File: config.mk
export PLATFORM = sky130hd
export DESIGN_NAME = nn_cone
export DESIGN_NICKNAME = d
export VERILOG_FILES = /design/src/rtl/nn_cone_pkg.sv /design/src/rtl/nn_node.sv /design/src/rtl/nn_leaf_pol.sv /design/src/rtl/nn_cone.sv
export SDC_FILE = /design/constraint.sdc
export NUM_CORES = 1
export LEC_CHECK = 0
export ABC_AREA = 1
export BUFFER_PORTS_ARGS = -buffer_cell sky130_fd_sc_hd__buf_2
export CAP_MARGIN = 20
export CORE_AREA = 2 2 79 81
export DETAILED_ROUTE_END_ITERATION = 10
export DIE_AREA = 0 0 81 83
export GPL_TIMING_DRIVEN = 0
export PLACE_DENSITY = 0.81
export RECOVER_POWER = 25
export SYNTH_ARGS = -nofsm -noshare
export SYNTH_HDL_FRONTEND = slang
export SYNTH_SLANG_ARGS = --single-unit
File: constraint.sdc
create_clock -name vclk -period 4.2
set_clock_uncertainty 0.2 [all_clocks]
set_input_delay 0.63 -clock vclk [all_inputs]
set_output_delay 0.63 -clock vclk [all_outputs]
set_load 0.005 [all_outputs]
File: src/rtl/nn_cone_pkg.sv
package nn_cone_pkg;

  // First configuration bit (and first flat node index) of a tree level.
  function automatic int unsigned lvl_base(input int unsigned leaves, input int unsigned lvl);
    return leaves - (leaves >> (lvl - 1));
  endfunction

  // Number of gates in a tree level.
  function automatic int unsigned lvl_count(input int unsigned leaves, input int unsigned lvl);
    return leaves >> lvl;
  endfunction

  // Two-input gate: sel_nor = 0 gives NAND, 1 gives NOR.
  function automatic logic nn_gate(input logic a, input logic b, input logic sel_nor);
    return sel_nor ? ~(a | b) : ~(a & b);
  endfunction

endpackage

File: src/rtl/nn_node.sv
module nn_node
  import nn_cone_pkg::*;
(
  input  logic in_a,
  input  logic in_b,
  input  logic sel_nor,
  output logic y
);

  always_comb begin
    y = nn_gate(in_a, in_b, sel_nor);
    if (sel_nor && (in_a || in_b))   AST_NOR_ABSORB:  assert (y == 1'b0);
    if (!sel_nor && !(in_a && in_b)) AST_NAND_ABSORB: assert (y == 1'b1);
    if (sel_nor && !in_a && !in_b)   AST_NOR_ALL_LO:  assert (y == 1'b1);
    if (!sel_nor && in_a && in_b)    AST_NAND_ALL_HI: assert (y == 1'b0);
  end

endmodule

File: src/rtl/nn_leaf_pol.sv
module nn_leaf_pol #(
  parameter int unsigned WIDTH   = 64,
  parameter bit          EXT_INV = 1'b0
) (
  input  logic [WIDTH-1:0] raw,
  input  logic [WIDTH-1:0] flip,
  output logic [WIDTH-1:0] pol
);

  generate
    if (EXT_INV) begin : g_ext
      // Upstream stage already delivers the wanted polarity.
      assign pol = raw;
      logic unused_flip;
      assign unused_flip = ^flip;
    end else begin : g_int
      for (genvar i = 0; i < WIDTH; i++) begin : g_bit
        always_comb begin
          pol[i] = flip[i] ? ~raw[i] : raw[i];
          AST_POL_FLIP: assert (flip[i] ? (pol[i] != raw[i]) : (pol[i] == raw[i]));
        end
      end
    end
  endgenerate

endmodule

File: src/rtl/nn_cone.sv
module nn_cone
  import nn_cone_pkg::*;
#(
  parameter int unsigned LEVELS    = 6,
  parameter int unsigned TAP_FIRST = 3,
  parameter bit          EXT_INV   = 1'b0,
  localparam int unsigned LEAVES   = 1 << LEVELS,
  localparam int unsigned NODES    = LEAVES - 1,
  localparam int unsigned CFG_W    = NODES + LEAVES,
  localparam int unsigned TAP_BASE = LEAVES - (LEAVES >> (TAP_FIRST - 1)),
  localparam int unsigned OUT_W    = NODES - TAP_BASE
) (
  input  logic [LEAVES-1:0] leaf_in,
  input  logic [CFG_W-1:0]  cfg,
  output logic [OUT_W-1:0]  tap_out
);

  logic [LEAVES-1:0] fn_unused_guard;
  logic [LEAVES-1:0] leaf_pol;

  assign fn_unused_guard = cfg[CFG_W-1:NODES];

  nn_leaf_pol #(
    .WIDTH  (LEAVES),
    .EXT_INV(EXT_INV)
  ) u_pol (
    .raw (leaf_in),
    .flip(fn_unused_guard),
    .pol (leaf_pol)
  );

  generate
    for (genvar lv = 1; lv <= LEVELS; lv++) begin : g_lvl
      localparam int unsigned CNT  = lvl_count(LEAVES, lv);
      localparam int unsigned BASE = lvl_base(LEAVES, lv);
      logic [CNT-1:0] y;
      for (genvar j = 0; j < CNT; j++) begin : g_node
        logic a_in, b_in;
        if (lv == 1) begin : g_leafsrc
          assign a_in = leaf_pol[2*j];
          assign b_in = leaf_pol[2*j+1];
        end else begin : g_nodesrc
          assign a_in = g_lvl[lv-1].y[2*j];
          assign b_in = g_lvl[lv-1].y[2*j+1];
        end
        nn_node u_node (
          .in_a   (a_in),
          .in_b   (b_in),
          .sel_nor(cfg[BASE+j]),
          .y      (y[j])
        );
        if (lv >= TAP_FIRST) begin : g_tap
          assign tap_out[BASE-TAP_BASE+j] = y[j];
        end
      end
    end
  endgenerate

endmodule

# Yosys cells after proc, flatten, opt, wreduce, memory -nomap -nowiden
# Cells that the tools add are included.
# word_totals
reg_bits	0
out_inout_bits	15
in_bits	191
# op_classes
muxes	127
bitwise_logic	316
# ops
op	count
1-bit NOT	190
1-bit 2-to-1 mux	127
1-bit bitwise AND	63
1-bit bitwise OR	63

# Longest topological paths before layout
# Gate-level depths: netlist (run 1).
# logic_depth
word_depth	20
mapped_depth	20
mapped_depth_nobuf	19

# By module
# Synthesis (run 1) repeated with hierarchy kept, for this count alone.
# unflattened
hier_cells	776
area_unflattened_um2	2969.1
# modules_own_cells
mod	cells_per_inst	area_each_um2	instances
nn_node	7	26.3	63
nn_leaf_pol	320	1201.2	1
nn_cone	15	112.6	1

# Worst setup path after synthesis (run 1)
# No wires, ideal clock.
# synth_timing
path_kind	input-to-output
startpoint	input cfg[102]
endpoint	output tap_out[14]
setup_slack_ns	1.565
cell_stages	18
n_path_buf	1
required_ns	3.370
t_arrival_ns	1.805
path_cell_list	or2_1 nand3_1 nand2_1 nand3_1 nand2_1 nand2_1 inv_1 nand2_2 nand2_2 nand2_4 nand2_4 nand2_2 nand2_2 nand2_2 nand2_1 nand2_1 nand2_1 buf_4
# synth_between
elab_chain_len	19
word_cells_on_any_way	31
# synth_lines
item	line_no	rtl
start: declaration	nn_cone.sv:14	input logic [CFG_W-1:0] cfg,
1-bit 2-to-1 mux (*)	nn_leaf_pol.sv:19	pol[i] = flip[i] ? ~raw[i] : raw[i];
1-bit bitwise AND or 1-bit bitwise OR (tied branches)	nn_cone_pkg.sv:15	return sel_nor ? ~(a | b) : ~(a & b);
1-bit NOT	nn_cone_pkg.sv:15	
1-bit 2-to-1 mux (*)	nn_cone_pkg.sv:15	
1-bit bitwise AND or 1-bit bitwise OR (tied branches)	nn_cone_pkg.sv:15	
1-bit NOT	nn_cone_pkg.sv:15	
1-bit 2-to-1 mux (*)	nn_cone_pkg.sv:15	
1-bit bitwise AND or 1-bit bitwise OR (tied branches)	nn_cone_pkg.sv:15	
[... 5 more ...]	--	
named net g_lvl[4].g_node[2].u_node.y	nn_node.sv:7	output logic y
1-bit bitwise AND or 1-bit bitwise OR (tied branches)	nn_cone_pkg.sv:15	
1-bit NOT	nn_cone_pkg.sv:15	
1-bit 2-to-1 mux (*)	nn_cone_pkg.sv:15	
named net g_lvl[5].g_node[1].u_node.y	nn_node.sv:7	
1-bit bitwise AND or 1-bit bitwise OR (tied branches)	nn_cone_pkg.sv:15	
1-bit NOT	nn_cone_pkg.sv:15	
1-bit 2-to-1 mux (*)	nn_cone_pkg.sv:15	
end: declaration	nn_cone.sv:15	output logic [OUT_W-1:0] tap_out
# The timed path passes the listed nets; every way through them passes the cells marked *.

# Worst setup path in the final report (run 1)
# layout_timing
startpoint	input cfg[91]
endpoint	output tap_out[14]
# layout_between
elab_chain_len	19
word_cells_on_any_way	31
# layout_lines
item	line_no
1-bit 2-to-1 mux (*)	nn_leaf_pol.sv:19
1-bit bitwise AND or 1-bit bitwise OR (tied branches)	nn_cone_pkg.sv:15
1-bit NOT	nn_cone_pkg.sv:15
1-bit 2-to-1 mux (*)	nn_cone_pkg.sv:15
1-bit bitwise AND or 1-bit bitwise OR (tied branches)	nn_cone_pkg.sv:15
1-bit NOT	nn_cone_pkg.sv:15
1-bit 2-to-1 mux (*)	nn_cone_pkg.sv:15
1-bit bitwise AND or 1-bit bitwise OR (tied branches)	nn_cone_pkg.sv:15
[... 3 more ...]	--
1-bit NOT	nn_cone_pkg.sv:15
1-bit 2-to-1 mux (*)	nn_cone_pkg.sv:15
1-bit bitwise AND or 1-bit bitwise OR (tied branches)	nn_cone_pkg.sv:15
1-bit NOT	nn_cone_pkg.sv:15
1-bit 2-to-1 mux (*)	nn_cone_pkg.sv:15
1-bit bitwise AND or 1-bit bitwise OR (tied branches)	nn_cone_pkg.sv:15
1-bit NOT	nn_cone_pkg.sv:15
1-bit 2-to-1 mux (*)	nn_cone_pkg.sv:15
# Every way passes the cells marked *; elsewhere a longest branch is shown, timed or not.

==> flow_metrics.env, run 1 <==
export IMPL_area_delta_synth_final_pct=54.1
export IMPL_path_class="input port to primary output"
export IMPL_internal_power_uw=228
export IMPL_routedWlPerCell_um=8.31
export IMPL_p_per_area_mw_per_mm2=138
export IMPL_cts_resized=0
export IMPL_cp_depth=17
export IMPL_start_util=0.356
export IMPL_placed_cells=703
export IMPL_tightest_slew_ps=220
export IMPL_cts_hold_buffers=0
export IMPL_viasPerCell=4.23
export IMPL_crit_buf_inv=3
export IMPL_critPathSlowestCell="a21oi_1"
export IMPL_grt_total_usage=0.156
export IMPL_regArea_um2=0
export IMPL_cpMostUsedCell="nand2_1"
export IMPL_final_util=0.549
export IMPL_cp_end_kind="primary output"
export IMPL_finalWirelength_um=5850
export IMPL_grt_first_pass_wirelength_um=9120
export IMPL_relSlewSlack=0.853
export IMPL_chipHeight_um=83
export IMPL_n_sequential_cell=0
export IMPL_setup_tns_ps=0
export IMPL_cpLargestDelayFamily="simple AND/OR/NAND/NOR gates"
export IMPL_io_pin_count=206
export IMPL_critPathArrivalTime_ps=2190
export IMPL_synth_area_mm2=0.00207
export IMPL_antennaDiodeCount=0
export IMPL_vias=2971
export IMPL_final_antenna_net_count=0
export IMPL_portBuffers=206
export IMPL_p_leak_uw=0.00220
export IMPL_finalMaxSlewViolations=0
export IMPL_startpoint_type="input port"
export IMPL_setup_viol=0
export IMPL_drc=0
export IMPL_grt_max_degree=4
export IMPL_fill_cells=606
export IMPL_max_freq_ghz=0.331
export IMPL_grt_remaining_overflow=0
export IMPL_synth_avg_cell_area_um2=4.91
export IMPL_fin_area_mm2=0.00320
export IMPL_power_switching_uw=213
export IMPL_rsz0062_at_grt="no"
export IMPL_hold_class="input port to primary output"
export IMPL_pwr_share_clk=0
export IMPL_ys_seq_area_frac=0
export IMPL_drive_above_1_share=0.379
export IMPL_multiInputGateArea_mm2=0.00166
export IMPL_drv_cap=0
export IMPL_instances_no_fill=703
export IMPL_drt_first_iter_violations=14
export IMPL_swShare=0.483
export IMPL_mostFrequentLayoutCell="buf_2"
export IMPL_met3_usage=0.0163
export IMPL_worstHoldEndpoint="tap_out[14]"
export IMPL_dpl_cell_area_mm2=0.00320
export IMPL_finalPower_uw=440
export IMPL_critPathMaxStageDelay_ps=210
export IMPL_nClkBuffers=0
export IMPL_post_route_min_period_ps=3020
export IMPL_mostFrequentLayoutCells="204 x buf_2, 189 x nand2_1, 79 x inv_1"
export IMPL_postCtsSetupRepairBufs=0
export IMPL_worstPathRequired_ps=3370
export IMPL_grtUsageMet1=0.130
export IMPL_finalCritPeriodShare=0.719
export IMPL_power_frac_comb=1.000
export IMPL_crit_fanout=2
export IMPL_grt_pass1_vias=2640
export IMPL_hold_depth=6
export IMPL_ys_warn_count=0
export IMPL_antenna_found_initial=0
export IMPL_core_area_mm2=0.00582
export IMPL_rows=28
export IMPL_min_from="cfg[62]"
export IMPL_peakVddDrop_mv=0.0564
export IMPL_syn_inst=422
export IMPL_grt_busiest_layer="met2"
export IMPL_gp_congestion=0.783
export IMPL_die_area_mm2=0.00672
export IMPL_crit_path_start="cfg[91]"
export IMPL_syn_nets=613
export IMPL_finalHoldViolCount=0
export IMPL_dp_hpwl_um=5620
export IMPL_nNetsFinal=821
export IMPL_status="finished, final reports clean"
export IMPL_die_w_um=81
export IMPL_cp_cell_sequence="buf_2 -> xnor2_1 -> nand2_1 -> a21oi_1 -> nand2_1 -> nand3_1 -> nand2_1 -> nand3_1 -> nand2_1 -> nand2_1 -> nand2_1 -> nand2_1 -> nand2_1 -> nand2_1 -> nand2_1 -> buf_4 -> buf_2"
export IMPL_drtPass1Iterations=4
export IMPL_yosys_cell_types_count=22
export IMPL_met2_usage=0.369
export IMPL_seqPwrFrac=0
## worst min-delay path: stages
cell and delay, ps:
buf_2 100, nand2_1 50, nand2_1 40, nand2_1 50, buf_4 90, buf_2 100
## worst max path at each step
stage,end,slack (ps)
floorplan,tap_out[14],1570
global route,tap_out[14],910
CTS,tap_out[14],1090
global placement,tap_out[14],1110
finish,tap_out[14],1180
detailed placement,tap_out[14],1100
## cells by family after synthesis
| family | share of synthesized area |
|---|---|
| XOR/XNOR | 0.220 |
| buffers and inverters | 0.201 |
| AND/OR/NAND/NOR | 0.533 |
| AO/OA/AOI/OAI | 0.0465 |
## cell usage after synthesis
| master | instances | area [um^2] |
|---|---|---|
| nand2_1 | 189 | 709 |
| xor2_1 | 22 | 193 |
| nand3_2 | 1 | 10.0 |
| nand2_4 | 2 | 22.5 |
| o21ai_2 | 1 | 8.76 |
| nand2_2 | 13 | 81.3 |
| xnor2_1 | 30 | 263 |
| o21ai_1 | 4 | 20.0 |
| buf_4 | 15 | 113 |
| or2_0 | 3 | 18.8 |
| and2_1 | 1 | 6.26 |
| o21ai_0 | 6 | 30.0 |
| nor2_2 | 1 | 6.26 |
| a21oi_1 | 6 | 30.0 |
| nand3b_1 | 11 | 82.6 |
| or2_1 | 2 | 12.5 |
| nor2_1 | 8 | 30.0 |
| clkinv_1 | 1 | 3.75 |
| a21o_1 | 1 | 7.51 |
| inv_2 | 1 | 3.75 |
| nand3_1 | 25 | 125 |
| inv_1 | 79 | 297 |
## power groups by stage
| stage | Clock, uW | Sequential (uW) | Combinational, uW |
|---|---|---|---|
| floorplan | 0 | 0 | 276 |
| global placement | 0 | 0 | 433 |
| detailed placement | 0 | 0 | 446 |
| CTS | 0 | 0 | 448 |
| global route | 0 | 0 | 503 |
| finish | 0 | 0 | 440 |
## cell type report
cell class / instances / share of cell area
multi-input cells: 326 / 0.518
repair buffers: 206 / 0.322
inverters: 81 / 0.0951
plain buffers: 15 / 0.0352
well taps: 75 / 0.0294
## metrics by stage
step,setup WS [ps],hold WS (ps)
2_1_floorplan,1570,1280
3_3_place_gp,1110,1490
3_5_place_dp,1100,1500
4_1_cts,1090,1500
5_1_grt,908,1550
6_report,1180,1490
## routing by layer
metal	vias to the layer above	share of wire
li1	1643	-
met1	1210	0.34
met2	114	0.55
met3	4	0.098
met4	0	0.0068
met5	-	0
Power figures use the tool's default switching activity.
==> inputs of run 2 (changes only) <==
Settings changed: CORE_AREA 2 2 79 81 to unset, CORE_ASPECT_RATIO set to 0.6, CORE_UTILIZATION set to 38, DIE_AREA 0 0 81 83 to unset, PLACE_DENSITY 0.81 to 0.85.
Clock period 4.2 ns to 2.8 ns, I/O delays scaled along.
==> run 2 against run 1 <==
Compared with the run above:
- worst setup slack lost 950 ps
- highest routed layer unchanged
- sequential share of layout area is the same
- core utilization up 7.5 points
- die area shrank 14%
- count of clock-buffer cells in the layout stayed put
- worst hold slack lost 430 ps
- power is 54% higher
- first-iteration DRC count grew to 3.2 times the previous value
- combinational power increased by 54%
- global-route usage rose by 4.5 points
==> flow_metrics.env, run 2 (same netlist as run 1, synthesis figures left out) <==
export IMPL_viasPerCell=4.40
export IMPL_placed_cells=694
export IMPL_drtPass1Iterations=4
export IMPL_grt_remaining_overflow=0
export IMPL_grt_pass1_vias=2699
export IMPL_nClkBuffers=0
export IMPL_swShare=0.486
export IMPL_start_util=0.402
export IMPL_dpl_cell_area_mm2=0.00319
export IMPL_area_delta_synth_final_pct=55.3
export IMPL_power_frac_comb=1.000
export IMPL_portBuffers=206
export IMPL_startpoint_type="input port"
export IMPL_finalPower_uw=679
export IMPL_setup_viol=0
export IMPL_crit_fanout=3
export IMPL_internal_power_uw=349
export IMPL_vias=3057
export IMPL_mostFrequentLayoutCells="206 x buf_2, 186 x nand2_1, 79 x inv_1"
export IMPL_grt_busiest_layer="met2"
export IMPL_seqPwrFrac=0
export IMPL_p_per_area_mw_per_mm2=211
export IMPL_critPathArrivalTime_ps=1950
export IMPL_peakVddDrop_mv=0.0961
export IMPL_core_area_mm2=0.00515
export IMPL_pwr_share_clk=0
export IMPL_antenna_found_initial=0
export IMPL_grt_first_pass_wirelength_um=10000
export IMPL_grtUsageMet1=0.205
export IMPL_nNetsFinal=822
export IMPL_max_freq_ghz=0.389
export IMPL_cp_end_kind="primary output"
export IMPL_drc=0
export IMPL_antennaDiodeCount=0
export IMPL_chipHeight_um=59.2
export IMPL_grt_max_degree=4
export IMPL_met3_usage=0.0224
export IMPL_status="finished, final reports clean"
export IMPL_drt_first_iter_violations=45
export IMPL_routedWlPerCell_um=8.89
export IMPL_power_switching_uw=330
export IMPL_p_leak_uw=0.00222
export IMPL_finalWirelength_um=6180
export IMPL_drive_above_1_share=0.393
export IMPL_finalMaxSlewViolations=0
export IMPL_tightest_slew_ps=217
export IMPL_post_route_min_period_ps=2570
export IMPL_met2_usage=0.452
export IMPL_dp_hpwl_um=5810
export IMPL_finalCritPeriodShare=0.918
export IMPL_finalHoldViolCount=0
export IMPL_worstPathRequired_ps=2180
export IMPL_die_w_um=97.4
export IMPL_io_pin_count=206
export IMPL_n_sequential_cell=0
export IMPL_instances_no_fill=695
export IMPL_mostFrequentLayoutCell="buf_2"
export IMPL_gp_congestion=0.773
export IMPL_rows=20
export IMPL_grt_total_usage=0.201
export IMPL_drv_cap=0
export IMPL_fin_area_mm2=0.00322
export IMPL_regArea_um2=0
export IMPL_relSlewSlack=0.854
export IMPL_path_class="input port to primary output"
export IMPL_hold_class="input port to primary output"
export IMPL_final_antenna_net_count=0
export IMPL_die_area_mm2=0.00577
## run 2: cell count changes in the layout (fill, tap and decap cells not counted), moves of 2 or more
cell | previous run | this run
nand3_2 | 1 | 3
nand2_1 | 189 | 186
nand3_1 | 25 | 23
clkbuf_1 | 2 | 0
nand2_2 | 13 | 16
buf_2 | 204 | 206
## run 2: metal layers
metal	vias up	routed length (um)	part of all wire
li1	1650	-	-
met1	1303	2410	0.39
met2	96	3330	0.54
met3	8	378	0.061
met4	0	65	0.011
met5	-	0	0
## run 2: through the flow
stage	util	TNS, ps	setup slack (ps)	hold slack [ps]
6_report	0.625	0	229	1060
2_1_floorplan	-	0	585	855
3_3_place_gp	0.618	0	279	1070
5_1_grt	0.625	-9.69	-9.69	1140
4_1_cts	0.618	0	219	1070
3_5_place_dp	0.618	0	223	1070
## run 2: power groups by stage
stage | registers, uW | logic (uW) | clock network (uW)
floorplan | 0 | 414 | 0
global placement | 0 | 646 | 0
detailed placement | 0 | 674 | 0
CTS | 0 | 677 | 0
global route | 0 | 769 | 0
finish | 0 | 679 | 0
## run 2: critical path: stages
cell and delay [ps]:
buf_2 110, xnor2_1 180, or2_0 140, nand2_1 70, nand2_1 80, nand2_1 50
nand2_1 80, nand2_2 60, nor2_1 100, nor2_1 50, nor2_2 130, nand2_2 70
nand2_2 60, nand2_1 50, nand2_1 50, nand2_1 40, buf_4 120, buf_2 120
## run 2: final cells by class
type	count	area, um^2
multi-input cells	326	1680
fillers	535	1940
repair buffers	207	1040
inverters	81	304
well taps	66	82.6
plain buffers	15	113
## run 2: what timing repair did
action	CTS	global route
setup endpoints to repair	0	1
gates resized for setup	0	6
setup buffers	0	1
hold buffers	0	0
## run 2: final timing paths
kind	from	endpoint	depth (start not counted)
min	cfg[62]	tap_out[14]	6
max	cfg[114]	tap_out[14]	18
